[src/rtl/err_log_pkg.sv]
package err_log_pkg;

  typedef enum logic [2:0] {
    CLS_CORR  = 3'd0,
    CLS_UNA   = 3'd1,
    CLS_OPT   = 3'd2,
    CLS_REQ   = 3'd3,
    CLS_FATAL = 3'd4
  } err_class_e;

  localparam int RANK_W = 2;

  typedef struct packed {
    logic              legal;
    logic [RANK_W-1:0] rank;
    logic              uc;
    logic              pcc;
    logic              sig;
    logic              act;
  } evt_info_t;

  typedef struct packed {
    logic       valid;
    logic       over;
    logic       uc;
    logic       pcc;
    logic       sig;
    logic       act;
    logic [2:0] cls;
  } bank_flags_t;

  // Severity: corrected 0, recoverable 1, fatal 2.
  function automatic logic [RANK_W-1:0] rank_of(input logic [2:0] code);
    case (code)
      CLS_CORR:                 rank_of = 2'd0;
      CLS_UNA, CLS_OPT, CLS_REQ: rank_of = 2'd1;
      CLS_FATAL:                rank_of = 2'd2;
      default:                  rank_of = 2'd0;
    endcase
  endfunction

  function automatic evt_info_t decode_class(input logic [2:0] code);
    evt_info_t r;
    r.legal = (code <= CLS_FATAL);
    r.rank  = rank_of(code);
    r.uc    = r.legal && (code != CLS_CORR);
    r.pcc   = (code == CLS_FATAL);
    r.sig   = (code == CLS_OPT) || (code == CLS_REQ);
    r.act   = (code == CLS_REQ);
    return r;
  endfunction

  function automatic logic outranks(input logic [2:0] new_code, input logic [2:0] old_code);
    return rank_of(new_code) > rank_of(old_code);
  endfunction

endpackage

[src/rtl/elb_decode.sv]
module elb_decode
  import err_log_pkg::*;
(
  input  logic [2:0] code,
  output evt_info_t  info
);
  always_comb info = decode_class(code);
endmodule

[src/rtl/elb_merge.sv]
module elb_merge
  import err_log_pkg::*;
(
  input  bank_flags_t base,
  input  evt_info_t   info,
  input  logic [2:0]  code,
  output bank_flags_t next,
  output logic        replace
);
  always_comb begin
    replace    = !base.valid || outranks(code, base.cls);
    next.valid = 1'b1;
    next.over  = base.valid;
    next.uc    = base.uc  | info.uc;
    next.pcc   = base.pcc | info.pcc;
    next.sig   = base.sig | info.sig;
    next.act   = base.act | info.act;
    next.cls   = replace ? code : base.cls;
  end
endmodule

[src/rtl/elb_payload_reg.sv]
module elb_payload_reg #(
  parameter int W = 8
) (
  input  logic         clk,
  input  logic         rst_n,
  input  logic         clr,
  input  logic         load,
  input  logic [W-1:0] d,
  output logic [W-1:0] q
);
  always_ff @(posedge clk or negedge rst_n) begin
    if (!rst_n)    q <= '0;
    else if (load) q <= d;
    else if (clr)  q <= '0;
  end
endmodule

[src/rtl/err_log_bank.sv]
module err_log_bank
  import err_log_pkg::*;
#(
  parameter int AW = 32,
  parameter int SW = 16
) (
  input  logic          clk,
  input  logic          rst_n,
  input  logic          evt_valid,
  input  logic [2:0]    evt_class,
  input  logic [AW-1:0] evt_addr,
  input  logic [SW-1:0] evt_synd,
  input  logic          sw_clear,
  output logic          st_valid,
  output logic          st_over,
  output logic          st_uc,
  output logic          st_pcc,
  output logic          st_sig,
  output logic          st_act,
  output logic [2:0]    log_class,
  output logic [AW-1:0] log_addr,
  output logic [SW-1:0] log_synd,
  output logic          reset_req
);
  localparam int PW = AW + SW;

  bank_flags_t flags_q, base, next;
  evt_info_t   info;
  logic        replace;

  // Named internal events, observed by the checker.
  logic evt_accept;
  logic evt_is_ce;
  logic clear_only;
  logic pay_load;

  elb_decode u_dec (.code(evt_class), .info(info));

  assign evt_accept = evt_valid && info.legal;
  assign evt_is_ce  = evt_accept && (evt_class == CLS_CORR);
  assign clear_only = sw_clear && !evt_accept;
  assign base       = sw_clear ? '0 : flags_q;

  elb_merge u_merge (
    .base(base), .info(info), .code(evt_class), .next(next), .replace(replace)
  );

  assign pay_load = evt_accept && replace;

  always_ff @(posedge clk or negedge rst_n) begin
    if (!rst_n)          flags_q <= '0;
    else if (evt_accept) flags_q <= next;
    else if (sw_clear)   flags_q <= '0;
  end

  logic [PW-1:0] pay_q;
  elb_payload_reg #(.W(PW)) u_pay (
    .clk(clk), .rst_n(rst_n), .clr(clear_only), .load(pay_load),
    .d({evt_addr, evt_synd}), .q(pay_q)
  );

  assign st_valid  = flags_q.valid;
  assign st_over   = flags_q.over;
  assign st_uc     = flags_q.uc;
  assign st_pcc    = flags_q.pcc;
  assign st_sig    = flags_q.sig;
  assign st_act    = flags_q.act;
  assign log_class = flags_q.cls;
  assign log_addr  = pay_q[PW-1:SW];
  assign log_synd  = pay_q[SW-1:0];
  assign reset_req = flags_q.valid && (flags_q.act || flags_q.pcc);

endmodule

[config.mk]
export PLATFORM = sky130hd
export DESIGN_NAME = err_log_bank
export DESIGN_NICKNAME = d
export VERILOG_FILES = /design/src/rtl/err_log_pkg.sv /design/src/rtl/elb_decode.sv /design/src/rtl/elb_merge.sv /design/src/rtl/elb_payload_reg.sv /design/src/rtl/err_log_bank.sv
export SDC_FILE = /design/constraint.sdc
export NUM_CORES = 1
export LEC_CHECK = 0
export ABC_AREA = 1
export BUFFER_PORTS_ARGS = -buffer_cell sky130_fd_sc_hd__clkbuf_2
export CAP_MARGIN = 20
export CORE_MARGIN = 4
export CORE_UTILIZATION = 40
export DETAILED_ROUTE_END_ITERATION = 12
export HOLD_SLACK_MARGIN = 0.03
export MAX_ROUTING_LAYER = met4
export PLACE_DENSITY = 0.74
export SLEW_MARGIN = 20
export SYNTH_ARGS = -nofsm -noshare
export SYNTH_HDL_FRONTEND = slang
export SYNTH_SLANG_ARGS = --single-unit
[constraint.sdc]
create_clock -name clk -period 1.6 [get_ports clk]
set_input_delay 0.24 -clock clk [delete_from_list [all_inputs] [get_ports clk]]
set_output_delay 0.24 -clock clk [all_outputs]
set_load 0.02 [all_outputs]
==> results of run 1 <==
through the flow:
stage	util, %	setup slack (ps)	area [um2]	setup TNS, ps	hold WS (ps)
4_1_cts	60.8	-154	3430	-7020	131
6_report	61.3	-169	3460	-7470	144
5_1_grt	61.3	-296	3460	-13310	130
3_5_place_dp	56.0	-185	3160	-8040	273
2_1_floorplan	-	-175	2390	-5930	-55.6
3_3_place_gp	56.0	-145	3160	-6160	267
area by class of cell:
cell class,count,area (um2)
Tap cell,72,90.1
Clock inverter,2,10.0
Multi-Input combinational cell,187,890
Inverter,15,56.3
Clock buffer,14,183
Timing Repair Buffer,132,800
Fill cell,525,2180
Sequential cell,57,1430
cells in the mapped netlist (all sizes together):
master  number  area [um2]
nand2      117         444
dfrtp       57        1430
nand3       53         265
inv         15        56.3
buf         10        60.1
nor2         8        37.5
clkbuf       5        18.8
ha           4        50.1
o21ai        3        15.0
a21oi        1        5.00
o22ai        1        6.26
power by group:
part           internal, mW  switching (mW)  total, mW  leakage (nW)
Clock                 0.727           0.535       1.26         0.102
Combinational         0.353           0.584      0.937          1.20
Sequential             1.61          0.0955       1.70         0.743
Total                  2.69            1.21       3.90          2.04
path summary, 6_finish.rpt:
kind | start | endpoint | slack [ps]
setup / recovery | log_class[1]$_DFF_PN0_ | u_pay.q[2]$_DFFE_PN0P_ | -170
hold reg to reg | u_pay.q[22]$_DFFE_PN0P_ | u_pay.q[22]$_DFFE_PN0P_ | 470
min in group asynchronous | rst_n | st_sig$_DFF_PN0_ | 440
max in group asynchronous | rst_n | log_class[0]$_DFF_PN0_ | 860
hold / removal | evt_addr[20] | u_pay.q[36]$_DFFE_PN0P_ | 140
setup reg to reg | log_class[1]$_DFF_PN0_ | u_pay.q[2]$_DFFE_PN0P_ | -170
metal layers:
layer	vias to the layer above	global-route usage (%)	part of all wire (%)
met5	-	-	0
met4	0	7.34	1.8
met1	1030	21.4	42
met3	7	3.69	5.8
li1	1122	-	-
met2	75	29.7	51
sequential cells by signal, indices dropped and copies added (netlist names):
register and flops:
st_sig 1, st_pcc 1, log_class 3, st_over 1, st_uc 1, u_pay.q 48, st_valid 1, st_act 1
kinds of logic after synthesis:
group | Yosys count
flip-flops | 57
adder cells (fa/ha/maj) | 4
AND/OR/NAND/NOR | 178
buffers and inverters | 30
AO/OA/AOI/OAI | 5
timing repair:
| action | CTS | global route |
|---|---|---|
| endpoints found under the setup margin | 51 | 51 |
| pin swaps | 3 | 1 |
| resized for setup | 12 | 11 |
| hold buffers | 1 | 0 |
| setup buffers | 0 | 0 |
| endpoints found under the hold margin | 57 | 0 |
| cloned | 1 | 0 |
worst max-delay path, delay by kind of cell (launching register included):
family,cells,cell delay (ps)
flops,1,410
fa+ha+maj,1,290
simple gates,10,750
buf+inv,2,210
==> impl_metrics.csv, run 1 <==
group,metric,value,unit
synth,yosysSeqAreaShare,59.8,%
clock_tree,clk_latency,320,ps
finish,finalNetCount,461,
clock_tree,root_buffer,"clkbuf_8",
timing,layout_setup_ws,-169,ps
synth,synth_top_family_by_area,"simple AND/OR/NAND/NOR gates",
drt,antenna_left,0,
clock_tree,cts.htree.levels,3,
synth,synthCells,274,
drt,vias,2234,
clock_tree,cts_sinks,57,
setup_path,crit_chain,"inv_2 > nor2_2 > nor2_2 > nand2_1 > ha_1 > nand2_1 > nand2_1 > nand2_2 > nand2_4 > nand2_8 > buf_12 > nand2_1 > nand2_1",
setup_path,critPathLaunchType,"flop",
run,drv_cap,0,
synth,synthSimpleGateAreaFrac,31.3,%
global_route,grt_max_degree,58,
global_route,grt_overflow_total,0,
drt,wire_per_inst,12.8,um
setup_path,cpMaxStageDelayCell,"dfrtp_2",
finish,drive_above_1_share,41.5,%
synth,netlist_area,0.00238,mm2
clock_tree,clkTransAtPathRegs,60,ps
synth,synthAdderAreaFrac,2.10,%
synth,synth_seq_cells,57,
synth,synth.area.mux_share,0,%
place,dpl.hpwl,4340,um
run_status,run_status,"finished with violations",
global_route,grt_usage,18.0,%
timing,slew_viol_final,0,
floorplanning,rows,27,
synth,synth_compound_area_share,1.10,%
setup_path,max_stage_delay,410,ps
synth,syn-num-nets,333,
clock_tree,cts_buffer_depth,2,
pwr,peakVddDrop,589,uV
timing,grt_setup_unrepaired,"yes",
timing,clock.fmax,565,MHz
timing,worstMarginPinSlew,315,ps
global_route,grt_pass1_vias,2187,
global_route,antenna_found_initial,0,
floorplanning,core,0.00564,mm2
timing,final.setup_skew,7.41,ps
global_route,grt_pass1_wl,10000,um
finish,mostFrequentLayoutCell,"clkbuf_2",
floorplanning,fp.dieW,85.2,um
synth,syn_area_per_cell,8.70,um2
finish,layoutNonFillerInstCount,479,
setup_path,end_kind,"flop",
timing,slew-limit-headroom,78.9,%
drt,drt_pass1_iterations,4,
setup_path,crit_fanout,17,
finish,n_antenna_cell,0,
pwr,p_leak,2.04,nW
setup_path,crit_top_cell,"nand2_1",
finish,final_cell_mix,"112 x clkbuf_2, 102 x nand2_1, 55 x dfrtp_1",
synth,synth.distinct_cells,17,
place,port_buffers,112,
setup_path,crit_type,"reg -> reg",
setup_path,critPathRequiredTime,1810,ps
hold_path,whs_path_depth,3,
floorplanning,pin_count,113,
floorplanning,die_y,85.2,um
synth,synth_xor_area_share,0,%
place,place_inst,461,
drt,remaining_drc_errors,0,
drt,drt_iter0_drc,76,
timing,finalSetupViolCount,51,
timing,hold_violations,0,
timing,min_period,1770,ps
place,gp_congestion,0.808,
setup_path,reg2reg_depth,13,
floorplanning,die_area,0.00726,mm2
hold_path,hp-class,"in -> reg",
finish,syn_to_final_growth,45.0,%
pwr,finalPower,3.90,mW
pwr,p_per_area,1130,mW/mm2
clock_tree,cts_tree,"done",
synth,ys_warn_count,0,
floorplanning,start_util,42.3,%
drt,viasPerCell,4.66,
clock_tree,cts_buffers,9,
drt,routed_wl,6130,um
run_status,violations,"setup timing",
timing,fin_crit_sh,111,%
setup_path,worstPathArrival,1980,ps
Note: power is estimated with default switching activity, not from simulation.
==> run 2: changes to the inputs <==
Settings changed: PLACE_DENSITY 0.74 to 0.73, SYNTH_HIERARCHICAL set to 1.
==> run 2 against run 1 <==
The flow still finishes with violations (setup timing); core utilization grew 0.86 points; cell count grew 8.8%; combinational power shrank 2.2%; sequential share of layout area shrank 2.9 points; power grew 8.8%; sequential power is essentially flat; maximum frequency shrank 11%; synthesized cell count grew 12%; critical path type unchanged; largest cell class unchanged; highest routed layer unchanged.
==> impl_metrics.csv, run 2 <==
group,metric,value,unit
run,drv_cap,0,
finish,fillCellCount,516,
finish,multi_input_area,0.00102,mm2
global_route,grt_max_degree,49,
floorplanning,fp.dieW,87.1,um
drt,antenna_left,0,
place,gp_congestion,0.813,
timing,hold_violations,0,
finish,design_area,0.00372,mm2
global_route,grt_pass1_vias,2208,
pwr,power.internal,3.03,mW
finish,layoutNonFillerInstCount,521,
drt,routed_wl,6510,um
pwr,switching_share,28.7,%
run_status,run_status,"finished with violations",
global_route,grt_overflow_total,0,
timing,slew_viol_final,0,
synth,syn_area_per_cell,8.18,um2
finish,largest-register,"u_pay/q",
pwr,p_comb_share,21.6,%
setup_path,max_stage_delay,400,ps
setup_path,cpMaxStageDelayCell,"dfrtp_2",
setup_path,crit_top_cell,"nand2_2",
finish,syn_to_final_growth,48.8,%
place,port_buffers,112,
floorplanning,core,0.00599,mm2
drt,wire_per_inst,12.5,um
timing,min_period,1990,ps
pwr,peakVddDrop,724,uV
pwr,p_per_area,1140,mW/mm2
setup_path,crit_fanout,8,
setup_path,path_buf_inv,5,
finish,finalNetCount,500,
floorplanning,die_y,87.1,um
pwr,netSwitchingPower,1.22,mW
clock_tree,cts_buffer_depth,2,
finish,mostFrequentLayoutCell,"nand2_1",
timing,finalSetupViolCount,51,
clock_tree,cts.htree.levels,3,
drt,viasPerCell,4.45,
run_status,violations,"setup timing",
finish,drive_above_1_share,44.6,%
timing,tns,-17150,ps
synth,syn-num-nets,365,
place,place_inst,499,
finish,final_cell_mix,"140 x nand2_1, 112 x clkbuf_2, 54 x dfrtp_1",
setup_path,end_kind,"flop",
clock_tree,root_buffer,"clkbuf_8",
synth,ys_warn_count,6,
setup_path,crit_type,"reg -> reg",
timing,fin_crit_sh,125,%
hold_path,hp-class,"in -> reg",
floorplanning,start_util,41.8,%
drt,remaining_drc_errors,0,
timing,final.setup_skew,4.22,ps
timing,hold_slack,102,ps
clock_tree,clk_latency,330,ps
timing,grt_setup_unrepaired,"yes",
finish,largest_reg_flops,48,
finish,n_antenna_cell,0,
setup_path,crit_chain,"inv_1 > nor2_2 > inv_2 > nand3_2 > ha_4 > nand2_1 > nand2_1 > nand2_2 > nand2_4 > inv_2 > nor2_4 > nor2_4 > buf_6 > clkbuf_16 > nand2_2 > nand2_2",
finish,regArea,0.00143,mm2
floorplanning,die_area,0.00759,mm2
pwr,clkPwrFrac,38.7,%
floorplanning,pin_count,113,
timing,layout_setup_ws,-393,ps
drt,vias,2319,
clock_tree,cts_buffers,9,
setup_path,critPathLaunchType,"flop",
synth,synthCells,306,
global_route,antenna_found_initial,0,
setup_path,worstPathArrival,2220,ps
global_route,grt_usage,17.2,%
setup_path,critPathRequiredTime,1830,ps
pwr,p_leak,2.19,nW
pwr,finalPower,4.24,mW
synth,netlist_area,0.00250,mm2
clock_tree,cts_sinks,57,
drt,drt_pass1_iterations,4,
clock_tree,cts_tree,"done",
clock_tree,clkTransAtPathRegs,70,ps
place,place_area,0.00327,mm2
place,dpl.hpwl,4450,um
setup_path,critPathTopFamily,"simple AND/OR/NAND/NOR gates",
global_route,grt_pass1_wl,9770,um
pwr,seq_power_share,39.8,%
timing,clock.fmax,502,MHz
drt,drt_iter0_drc,68,
floorplanning,rows,28,
[run 2: what timing repair did]
item | in CTS | in global routing
pin swaps | 0 | 9
hold buffers | 1 | 0
setup buffers | 0 | 2
gates cloned | 0 | 3
resized for setup | 0 | 39
hold endpoints to repair | 16 | 0
endpoints found under the setup margin | 51 | 51
[run 2: area by class of cell]
cell class | instances | area share (%)
Sequential cell | 57 | 38.4
Multi-Input combinational cell | 215 | 27.4
Timing Repair Buffer | 139 | 23.1
Clock buffer | 11 | 3.80
Clock inverter | 5 | 2.76
Tap cell | 75 | 2.52
Inverter | 19 | 1.98
[run 2: per-stage QoR]
step,util [%],setup WS [ps]
after floorplan,-,-280
after global placement,54.6,-201
after detailed placement,54.6,-259
after CTS,58.9,-284
after global routing,62.1,-459
final,62.1,-393
[run 2: worst paths after layout]
kind / from / to / slack, ps / depth (start not counted)
max: log_class[0]$_DFF_PN0_ / u_pay/q[43]$_DFFE_PN0P_ / -390 / 16
min: evt_synd[15] / u_pay/q[15]$_DFFE_PN0P_ / 100 / 3
max reg2reg: log_class[0]$_DFF_PN0_ / u_pay/q[43]$_DFFE_PN0P_ / -390 / 16
min reg2reg: u_pay/q[1]$_DFFE_PN0P_ / u_pay/q[1]$_DFFE_PN0P_ / 470 / 2
max in group asynchronous: rst_n / u_pay/q[32]$_DFFE_PN0P_ / 600 / 3
min in group asynchronous: rst_n / st_act$_DFF_PN0_ / 410 / 2
[run 2: worst register-to-register path: stages, from the launching register on]
cell and delay [ps]:
dfrtp_2 400, inv_1 70, nor2_2 40, inv_2 100, nand3_2 100, ha_4 270, nand2_1 40, nand2_1 70
nand2_2 70, nand2_4 60, inv_2 40, nor2_4 160, nor2_4 60, buf_6 130, clkbuf_16 170, nand2_2 70
nand2_2 50
[run 2: power by group through the flow]
stage	combinational, mW	clock [mW]	sequential, mW
2_1_floorplan	0.280	0	1.88
3_3_place_gp	0.816	0	1.70
6_report	0.916	1.64	1.69
3_5_place_dp	0.834	0	1.70
4_1_cts	0.837	1.66	1.68
5_1_grt	1.00	1.73	1.71
[run 2: per-layer routing]
layer | vias to the layer above | global-route usage, % | part of all wire, %
met4 | 0 | 7.25 | 1.0
met1 | 1045 | 21.2 | 44
met2 | 71 | 26.6 | 49
met3 | 6 | 4.73 | 6.4
met5 | - | - | 0
li1 | 1197 | - | -
